--- src/rtl/far_pkg.sv ---
package far_pkg;

    localparam int PTR_W     = 64;
    localparam int GRAN_BITS = 16;
    localparam int CANON_MSB = 47;
    localparam int NUM_APE   = 4;
    localparam int APE_IW    = $clog2(NUM_APE);
    localparam int TGT_W     = 3;

    // Aperture slots; the index order is the match priority.
    localparam int APE_SHARED  = 0;
    localparam int APE_PRIVATE = 1;
    localparam int APE_DRV     = 2;
    localparam int APE_SPARE   = 3;

    typedef enum logic [1:0] {
        MODE_DRV64 = 2'd0,
        MODE_SYS64 = 2'd1,
        MODE_SYS32 = 2'd2
    } mode_e;

    typedef enum logic [TGT_W-1:0] {
        TGT_NONE    = 3'd0,
        TGT_SHARED  = 3'd1,
        TGT_PRIVATE = 3'd2,
        TGT_DRV     = 3'd3,
        TGT_SYS     = 3'd4
    } tgt_e;

    typedef struct packed {
        logic             en;
        logic [PTR_W-1:0] lo;
        logic [PTR_W-1:0] hi;
    } ape_win_t;

    typedef struct packed {
        logic [NUM_APE-1:0] hits;
        logic               hole;
    } ep_class_t;

    function automatic mode_e decode_mode(input logic xlat_en, input logic ptr32);
        if (!xlat_en)  return MODE_DRV64;
        else if (ptr32) return MODE_SYS32;
        else            return MODE_SYS64;
    endfunction

    function automatic logic [PTR_W-1:0] gran_floor(input logic [PTR_W-1:0] r);
        return {r[PTR_W-1:GRAN_BITS], {GRAN_BITS{1'b0}}};
    endfunction

    function automatic logic [PTR_W-1:0] gran_ceil(input logic [PTR_W-1:0] r);
        return {r[PTR_W-1:GRAN_BITS], {GRAN_BITS{1'b1}}};
    endfunction

endpackage

--- src/rtl/far_win_match.sv ---
module far_win_match
    import far_pkg::*;
(
    input  ape_win_t         win,
    input  logic [PTR_W-1:0] addr,
    output logic             hit
);
    always_comb begin
        hit = win.en && (addr >= win.lo) && (addr <= win.hi);
    end
endmodule

--- src/rtl/far_endpoint.sv ---
module far_endpoint
    import far_pkg::*;
(
    input  mode_e            mode,
    input  ape_win_t         wins [NUM_APE],
    input  logic [PTR_W-1:0] addr,
    output ep_class_t        cls
);
    logic [NUM_APE-1:0] hit_vec;
    logic               canonical;

    for (genvar g = 0; g < NUM_APE; g++) begin : g_win
        far_win_match u_match (
            .win  (wins[g]),
            .addr (addr),
            .hit  (hit_vec[g])
        );
    end

    always_comb begin
        canonical = (addr[PTR_W-1:CANON_MSB] == '0) || (&addr[PTR_W-1:CANON_MSB]);
        cls.hits  = hit_vec;
        cls.hole  = (mode != MODE_SYS32) && (hit_vec == '0) && !canonical;
    end
endmodule

--- src/rtl/far_route.sv ---
module far_route
    import far_pkg::*;
#(
    parameter int OUT_AW = 48,
    parameter int DRV_AW = 40,
    parameter int MT_W   = 2
) (
    input  mode_e             mode,
    input  logic [PTR_W-1:0]  first_addr,
    input  ep_class_t         first_cls,
    input  ep_class_t         last_cls,
    input  logic              overflow,
    input  logic [PTR_W-1:0]  drv_lo,
    input  logic [MT_W-1:0]   spare_mtype,
    input  logic [MT_W-1:0]   default_mtype,
    output tgt_e              tgt,
    output logic [OUT_AW-1:0] addr,
    output logic              sys,
    output logic [MT_W-1:0]   mtype,
    output logic              viol,
    output logic              cfg_err
);
    localparam int PAD_W = OUT_AW - DRV_AW;

    logic               def_sys;
    logic [PTR_W-1:0]   drv_off;
    logic [APE_IW-1:0]  win_idx;
    logic               win_any;
    logic [OUT_AW-1:0]  def_addr;

    always_comb begin
        win_any = 1'b0;
        win_idx = '0;
        for (int i = NUM_APE - 1; i >= 0; i--) begin
            if (first_cls.hits[i]) begin
                win_any = 1'b1;
                win_idx = APE_IW'(i);
            end
        end
    end

    always_comb begin
        def_sys  = (mode != MODE_DRV64);
        drv_off  = first_addr - drv_lo;
        def_addr = def_sys ? first_addr[OUT_AW-1:0]
                           : {{PAD_W{1'b0}}, first_addr[DRV_AW-1:0]};
        viol     = overflow || first_cls.hole || last_cls.hole
                   || (first_cls.hits != last_cls.hits);
        cfg_err  = ($countones(first_cls.hits) > 1);

        tgt   = TGT_NONE;
        addr  = '0;
        sys   = 1'b0;
        mtype = '0;
        if (!viol) begin
            if (win_any && (int'(win_idx) == APE_SHARED)) begin
                tgt = TGT_SHARED;
            end else if (win_any && (int'(win_idx) == APE_PRIVATE)) begin
                tgt = TGT_PRIVATE;
            end else if (win_any && (int'(win_idx) == APE_DRV)) begin
                tgt   = TGT_DRV;
                addr  = {{PAD_W{1'b0}}, drv_off[DRV_AW-1:0]};
                mtype = default_mtype;
            end else begin
                tgt   = def_sys ? TGT_SYS : TGT_DRV;
                addr  = def_addr;
                sys   = def_sys;
                mtype = (win_any && (int'(win_idx) == APE_SPARE)) ? spare_mtype
                                                                 : default_mtype;
            end
        end
    end
endmodule

--- src/rtl/flat_aperture_router.sv ---
module flat_aperture_router
    import far_pkg::*;
#(
    parameter int LEN_W  = 8,
    parameter int OUT_AW = 48,
    parameter int DRV_AW = 40,
    parameter int MT_W   = 2
) (
    input  logic              clk,
    input  logic              rst,
    input  logic              req_valid,
    output logic              req_ready,
    input  logic [63:0]       req_ptr,
    input  logic [LEN_W-1:0]  req_bytes,
    input  logic              cfg_xlat_en,
    input  logic              cfg_ptr32,
    input  logic [63:0]       cfg_shared_base,
    input  logic [63:0]       cfg_shared_limit,
    input  logic [63:0]       cfg_private_base,
    input  logic [63:0]       cfg_private_limit,
    input  logic [63:0]       cfg_drv_base,
    input  logic [63:0]       cfg_drv_limit,
    input  logic [63:0]       cfg_spare_base,
    input  logic [63:0]       cfg_spare_limit,
    input  logic [MT_W-1:0]   cfg_spare_mtype,
    input  logic [MT_W-1:0]   cfg_default_mtype,
    output logic              rsp_valid,
    input  logic              rsp_ready,
    output logic [2:0]        rsp_target,
    output logic [OUT_AW-1:0] rsp_addr,
    output logic              rsp_sys,
    output logic [MT_W-1:0]   rsp_mtype,
    output logic              rsp_violation,
    output logic              rsp_cfg_err
);
    localparam int SUM_W  = PTR_W + 1;
    localparam int HALF_W = PTR_W / 2;

    mode_e             mode;
    logic              narrow;
    logic [PTR_W-1:0]  ptr_first;
    logic [PTR_W-1:0]  ptr_last;
    logic [SUM_W-1:0]  end_sum;
    logic [SUM_W-1:0]  len_ext;
    logic              overflow;
    ape_win_t          wins [NUM_APE];
    ep_class_t         cls_first;
    ep_class_t         cls_last;

    tgt_e              n_tgt;
    logic [OUT_AW-1:0] n_addr;
    logic              n_sys;
    logic [MT_W-1:0]   n_mtype;
    logic              n_viol;
    logic              n_cfg_err;
    logic              take;

    // Mode and pointer normalisation
    always_comb begin
        mode      = decode_mode(cfg_xlat_en, cfg_ptr32);
        narrow    = (mode == MODE_SYS32);
        ptr_first = narrow ? {{HALF_W{1'b0}}, req_ptr[HALF_W-1:0]} : req_ptr;
        len_ext   = (req_bytes == '0) ? SUM_W'(1) : SUM_W'(req_bytes);
        end_sum   = {1'b0, ptr_first} + len_ext - SUM_W'(1);
        ptr_last  = end_sum[PTR_W-1:0];
        overflow  = narrow ? (|end_sum[SUM_W-1:HALF_W]) : end_sum[SUM_W-1];
    end

    // Effective aperture windows for the current mode
    function automatic ape_win_t small_win(input logic [63:0] base_reg);
        ape_win_t w;
        w.en = |base_reg[HALF_W-1:GRAN_BITS];
        w.lo = {{HALF_W{1'b0}}, base_reg[HALF_W-1:GRAN_BITS], {GRAN_BITS{1'b0}}};
        w.hi = {{HALF_W{1'b0}}, base_reg[HALF_W-1:GRAN_BITS], {GRAN_BITS{1'b1}}};
        return w;
    endfunction

    function automatic ape_win_t wide_win(input logic [63:0] base_reg,
                                          input logic [63:0] limit_reg,
                                          input logic        enable);
        ape_win_t w;
        w.en = enable;
        w.lo = gran_floor(base_reg);
        w.hi = gran_ceil(limit_reg);
        return w;
    endfunction

    always_comb begin
        wins[APE_SHARED]  = narrow ? small_win(cfg_shared_base)
                                   : wide_win(cfg_shared_base, cfg_shared_limit, 1'b1);
        wins[APE_PRIVATE] = narrow ? small_win(cfg_private_base)
                                   : wide_win(cfg_private_base, cfg_private_limit, 1'b1);
        wins[APE_DRV]     = wide_win(cfg_drv_base, cfg_drv_limit, 1'b1);
        wins[APE_SPARE]   = wide_win(cfg_spare_base, cfg_spare_limit, !narrow);
    end

    far_endpoint u_ep_first (
        .mode (mode),
        .wins (wins),
        .addr (ptr_first),
        .cls  (cls_first)
    );

    far_endpoint u_ep_last (
        .mode (mode),
        .wins (wins),
        .addr (ptr_last),
        .cls  (cls_last)
    );

    far_route #(
        .OUT_AW (OUT_AW),
        .DRV_AW (DRV_AW),
        .MT_W   (MT_W)
    ) u_route (
        .mode          (mode),
        .first_addr    (ptr_first),
        .first_cls     (cls_first),
        .last_cls      (cls_last),
        .overflow      (overflow),
        .drv_lo        (wins[APE_DRV].lo),
        .spare_mtype   (cfg_spare_mtype),
        .default_mtype (cfg_default_mtype),
        .tgt           (n_tgt),
        .addr          (n_addr),
        .sys           (n_sys),
        .mtype         (n_mtype),
        .viol          (n_viol),
        .cfg_err       (n_cfg_err)
    );

    // Single result register with pass-through back-pressure
    always_comb begin
        req_ready = !rsp_valid || rsp_ready;
        take      = req_valid && req_ready;
    end

    always_ff @(posedge clk) begin
        if (rst) begin
            rsp_valid     <= 1'b0;
            rsp_target    <= TGT_NONE;
            rsp_addr      <= '0;
            rsp_sys       <= 1'b0;
            rsp_mtype     <= '0;
            rsp_violation <= 1'b0;
            rsp_cfg_err   <= 1'b0;
        end else if (req_ready) begin
            rsp_valid <= take;
            if (take) begin
                rsp_target    <= n_tgt;
                rsp_addr      <= n_addr;
                rsp_sys       <= n_sys;
                rsp_mtype     <= n_mtype;
                rsp_violation <= n_viol;
                rsp_cfg_err   <= n_cfg_err;
            end
        end
    end
endmodule

--- config.mk ---
export PLATFORM = sky130hd
export DESIGN_NAME = flat_aperture_router
export DESIGN_NICKNAME = d
export VERILOG_FILES = /design/src/rtl/far_pkg.sv /design/src/rtl/far_win_match.sv /design/src/rtl/far_endpoint.sv /design/src/rtl/far_route.sv /design/src/rtl/flat_aperture_router.sv
export SDC_FILE = /design/constraint.sdc
export NUM_CORES = 1
export LEC_CHECK = 0
export CORE_MARGIN = 2
export CORE_UTILIZATION = 25
export CTS_CLUSTER_DIAMETER = 40
export CTS_CLUSTER_SIZE = 16
export DETAILED_ROUTE_END_ITERATION = 12
export PLACE_DENSITY_LB_ADDON = 0.3
export SYNTH_ARGS = -nofsm -noshare
export SYNTH_HDL_FRONTEND = slang
export SYNTH_HIERARCHICAL = 1
export SYNTH_SLANG_ARGS = --single-unit
--- constraint.sdc ---
create_clock -name clk -period 11.7 [get_ports clk]
set_clock_uncertainty 0.2 [all_clocks]
set_input_delay 2.34 -clock clk [delete_from_list [all_inputs] [get_ports clk]]
set_output_delay 2.34 -clock clk [all_outputs]
set_load 0.1 [all_outputs]
==> qor.csv <==
stage,metric,value,unit
timing,Fin Hold WS,0.252,ns
yosys,"Seq/Total Area, Yosys",3.07,%
timing,setup TNS,0,ns
worst_setup_path,largest delay contributor family on the critical path,compound AO/OA/AOI/OAI gates,
worst_hold_path,Min-Delay Startpoint,rsp_addr[43],
yosys,fraction of registers with async set/reset,0,%
worst_setup_path,CP Launch Type,primary input,
final_layout,layout cell share with drive strength beyond 1,4.86,%
cts,clock latency on the worst-skew pair,0.33,ns
final_layout,Util after Layout,32.0,%
yosys,synth warn,6,
yosys,Post-synth EDFFs,0,
detailed_routing,drt pass-1 iters,6,
yosys,synth unique cells,89,
detailed_routing,First DRT Iteration DRCs,2893,
grt,antenna violations before repair,54,
die,Initial Utilization,25.1,%
grt,largest net degree at the start of global routing,58,
cts,H-tree depth,3,
yosys,Synth top area share,38.2,%
timing,min Tclk post-route,11.02,ns
detailed_routing,routed wl met2,82.4,mm
timing,Max Freq,90.7,MHz
final_layout,final instance area,47200,um^2
grt,grt total ovfl,0,
yosys,largest family of logic cells by synthesized area,adder cells,
die,core area,148000,um^2
placed_design,I/O Buffers,523,
yosys,Synth Instances,5408,
worst_setup_path,Critical R2R Capture,rsp_addr[24],
cts,Clock Sinks,57,
timing,final setup vio count,0,
pwr,Worst VDD drop,66.7,uV
worst_setup_path,Bufs and invs on worst path,7,
final_layout,Nets,8028,
worst_hold_path,worst hold path class,reg2reg,
timing,worst slew pin tran,1.32,ns
worst_setup_path,critical path capture point type,flop,
status,status,completed,
worst_setup_path,reg2reg start,rsp_valid,
placed_design,GPL Wtd Cong,0.982,
timing,Fin. Hold Viols,0,
detailed_routing,wire per inst,22.0,um
die,Ports,652,
yosys,mux contribution to synthesized area,1.78,%
timing,Rel. slew slack,11.6,%
die,FP Rows,141,
grt,first-pass GRT wire length,257,mm
detailed_routing,met3 wire length,11.2,mm
detailed_routing,vias per cell,4.99,
worst_setup_path,worst-path fanout max,11,
pwr,LEAKAGE,25.1,nW
worst_setup_path,reg2reg setup slack,9.79,ns
cts,postcts setup bufs,0,
grt,vias in the first global route,39237,
yosys,Synth Area in XOR/XNOR,2.22,%
detailed_routing,highest metal used,met5,
yosys,cell taking the most area after synthesis,ha_1,
worst_setup_path,CP peak stage delay,0.97,ns
worst_setup_path,r2r worst-path depth,4,
cts,cts bufs inserted,9,
cts,Bufs on Longest Clock Path,2,
cts,# resized after CTS,0,
placed_design,hpwl dp,157,mm
worst_setup_path,critical path class,in2reg,
pwr,Cell Pwr Density,76.6,nW/um^2
die,die area,152000,um^2
worst_setup_path,worst endpoint data arrival time,11.07,ns
grt,Global Route Usage Sum,22.9,%
timing,Final WS setup,0.679,ns
final_layout,Area growth syn-to-layout,27.1,%
detailed_routing,Total Wirelength,181,mm
worst_setup_path,crit path max-delay cell type,xnor2_2,
detailed_routing,Vias,41211,
yosys,synth top area cells,"ha_1, inv_1, a21oi_1",
yosys,Synth Area in Adders,38.4,%
cts,CTS Hold Buffers Added,0,
cts,CTS tree,yes,
cts,Clock Root Buffer,clkbuf_16,
placed_design,placed cell area,46800,um^2
die,die height,389,um
placed_design,pre-CTS WS,0.466,ns
yosys,simple-gate area share of the yosys netlist,20.2,%
yosys,most frequent cells after synthesis,"inv_1, ha_1, a21oi_1",
worst_hold_path,Hold Path Depth,2,
detailed_routing,wl on met1,79.1,mm
detailed_routing,"antenna viol nets, final",0,
run,Max-cap violations,0,
die,DIE WIDTH,389,um
cts,clock slew at reported path FFs,0.05,ns
yosys,top-count cell post-synth,inv_1,
yosys,Post-Syn Area per Cell,6.87,um^2
yosys,"Top FF cell, synth",dfxtp_1,
detailed_routing,DR DRC count,0,
timing,unrepaired setup endpoints after global routing,false,
worst_hold_path,worst hold endpoint,rsp_addr[43],
yosys,Seq cells post-synth,57,
timing,"Period Utilization, post-route",94.2,%
yosys,Syn Std Cell Area,37100,um^2
worst_setup_path,CP Data Required Time,11.75,ns
yosys,Synth Area in Compound Gates,21.1,%
timing,final count of pins violating max slew,0,
-- registers in the layout, indices dropped and copies added, names as in the netlist --
register,flops
rsp_addr,48
rsp_target,3
rsp_mtype,2
rsp_cfg_err,1
rsp_sys,1
rsp_valid,1
rsp_violation,1
-- logic make-up after synthesis --
kind of cell | count (synthesis)
buffers and inverters | 1300
AO/OA/AOI/OAI | 1258
flip-flops | 57
adder cells (fa/ha/maj) | 1137
other | 2
AND/OR/NAND/NOR | 1498
multiplexers | 62
XOR/XNOR | 94
-- layer usage --
layer	vias to the layer above	global-route usage, %
met5	-	0
met4	46	10.2
met3	301	2.72
met2	1417	37.9
met1	19197	29.7
li1	20250	-
-- per-stage QoR --
stage	std cells	total power, mW
floorplan	5683	2.08
global placement	8216	3.20
detailed placement	8216	3.27
CTS	8231	3.56
global route	8254	3.95
finish	8255	3.61
-- layout make-up --
class	count	area (um^2)
well taps	1930	2410
diodes	24	60.1
clock buffers	12	256
flip-flops and latches	57	1140
repair buffers	685	6460
fillers	16134	100000
inverters	1218	4570
multi-input cells	4326	32200
clock inverters	3	40.0
-- report_power, final --
group	total (mW)	internal, mW	switching [mW]	leakage [nW]
Sequential	0.201	0.199	0.00208	0.460
Clock	0.264	0.174	0.0894	0.149
Combinational	3.15	1.21	1.94	24.5
Total	3.61	1.58	2.03	25.1
-- tightest hold or removal path, delay by kind of cell (launching register included) --
family             cells  cell delay [ns]
DFF                    1             0.30
and+or+nand+nor        1             0.05
AOI/OAI and AO/OA      1             0.05
-- placed cells by master (no fill, tap or decap), drive strengths merged, types with 66 or more instances in the layout --
cell,count
inv,1218
nor4,66
o21ai,222
and2,147
buf,163
conb,277
a21oi,629
clkdlybuf4s50,522
a21o,82
nor2,193
nand3,141
nand2,553
nand4,209
ha,1134
-- how the worst max path moves through the flow --
stage                  from           end  slack [ns]  cells past startpoint
6_report       req_bytes[6]  rsp_addr[24]        0.68                     37
5_1_grt        req_bytes[6]  rsp_addr[30]        0.20                     37
4_1_cts        req_bytes[6]  rsp_addr[24]        0.78                     37
3_5_place_dp   req_bytes[6]  rsp_addr[27]        0.47                     37
3_3_place_gp   req_bytes[6]  rsp_addr[27]        0.51                     37
2_1_floorplan     cfg_ptr32  rsp_addr[25]        2.51                     34
Power figures use the tool's default switching activity.
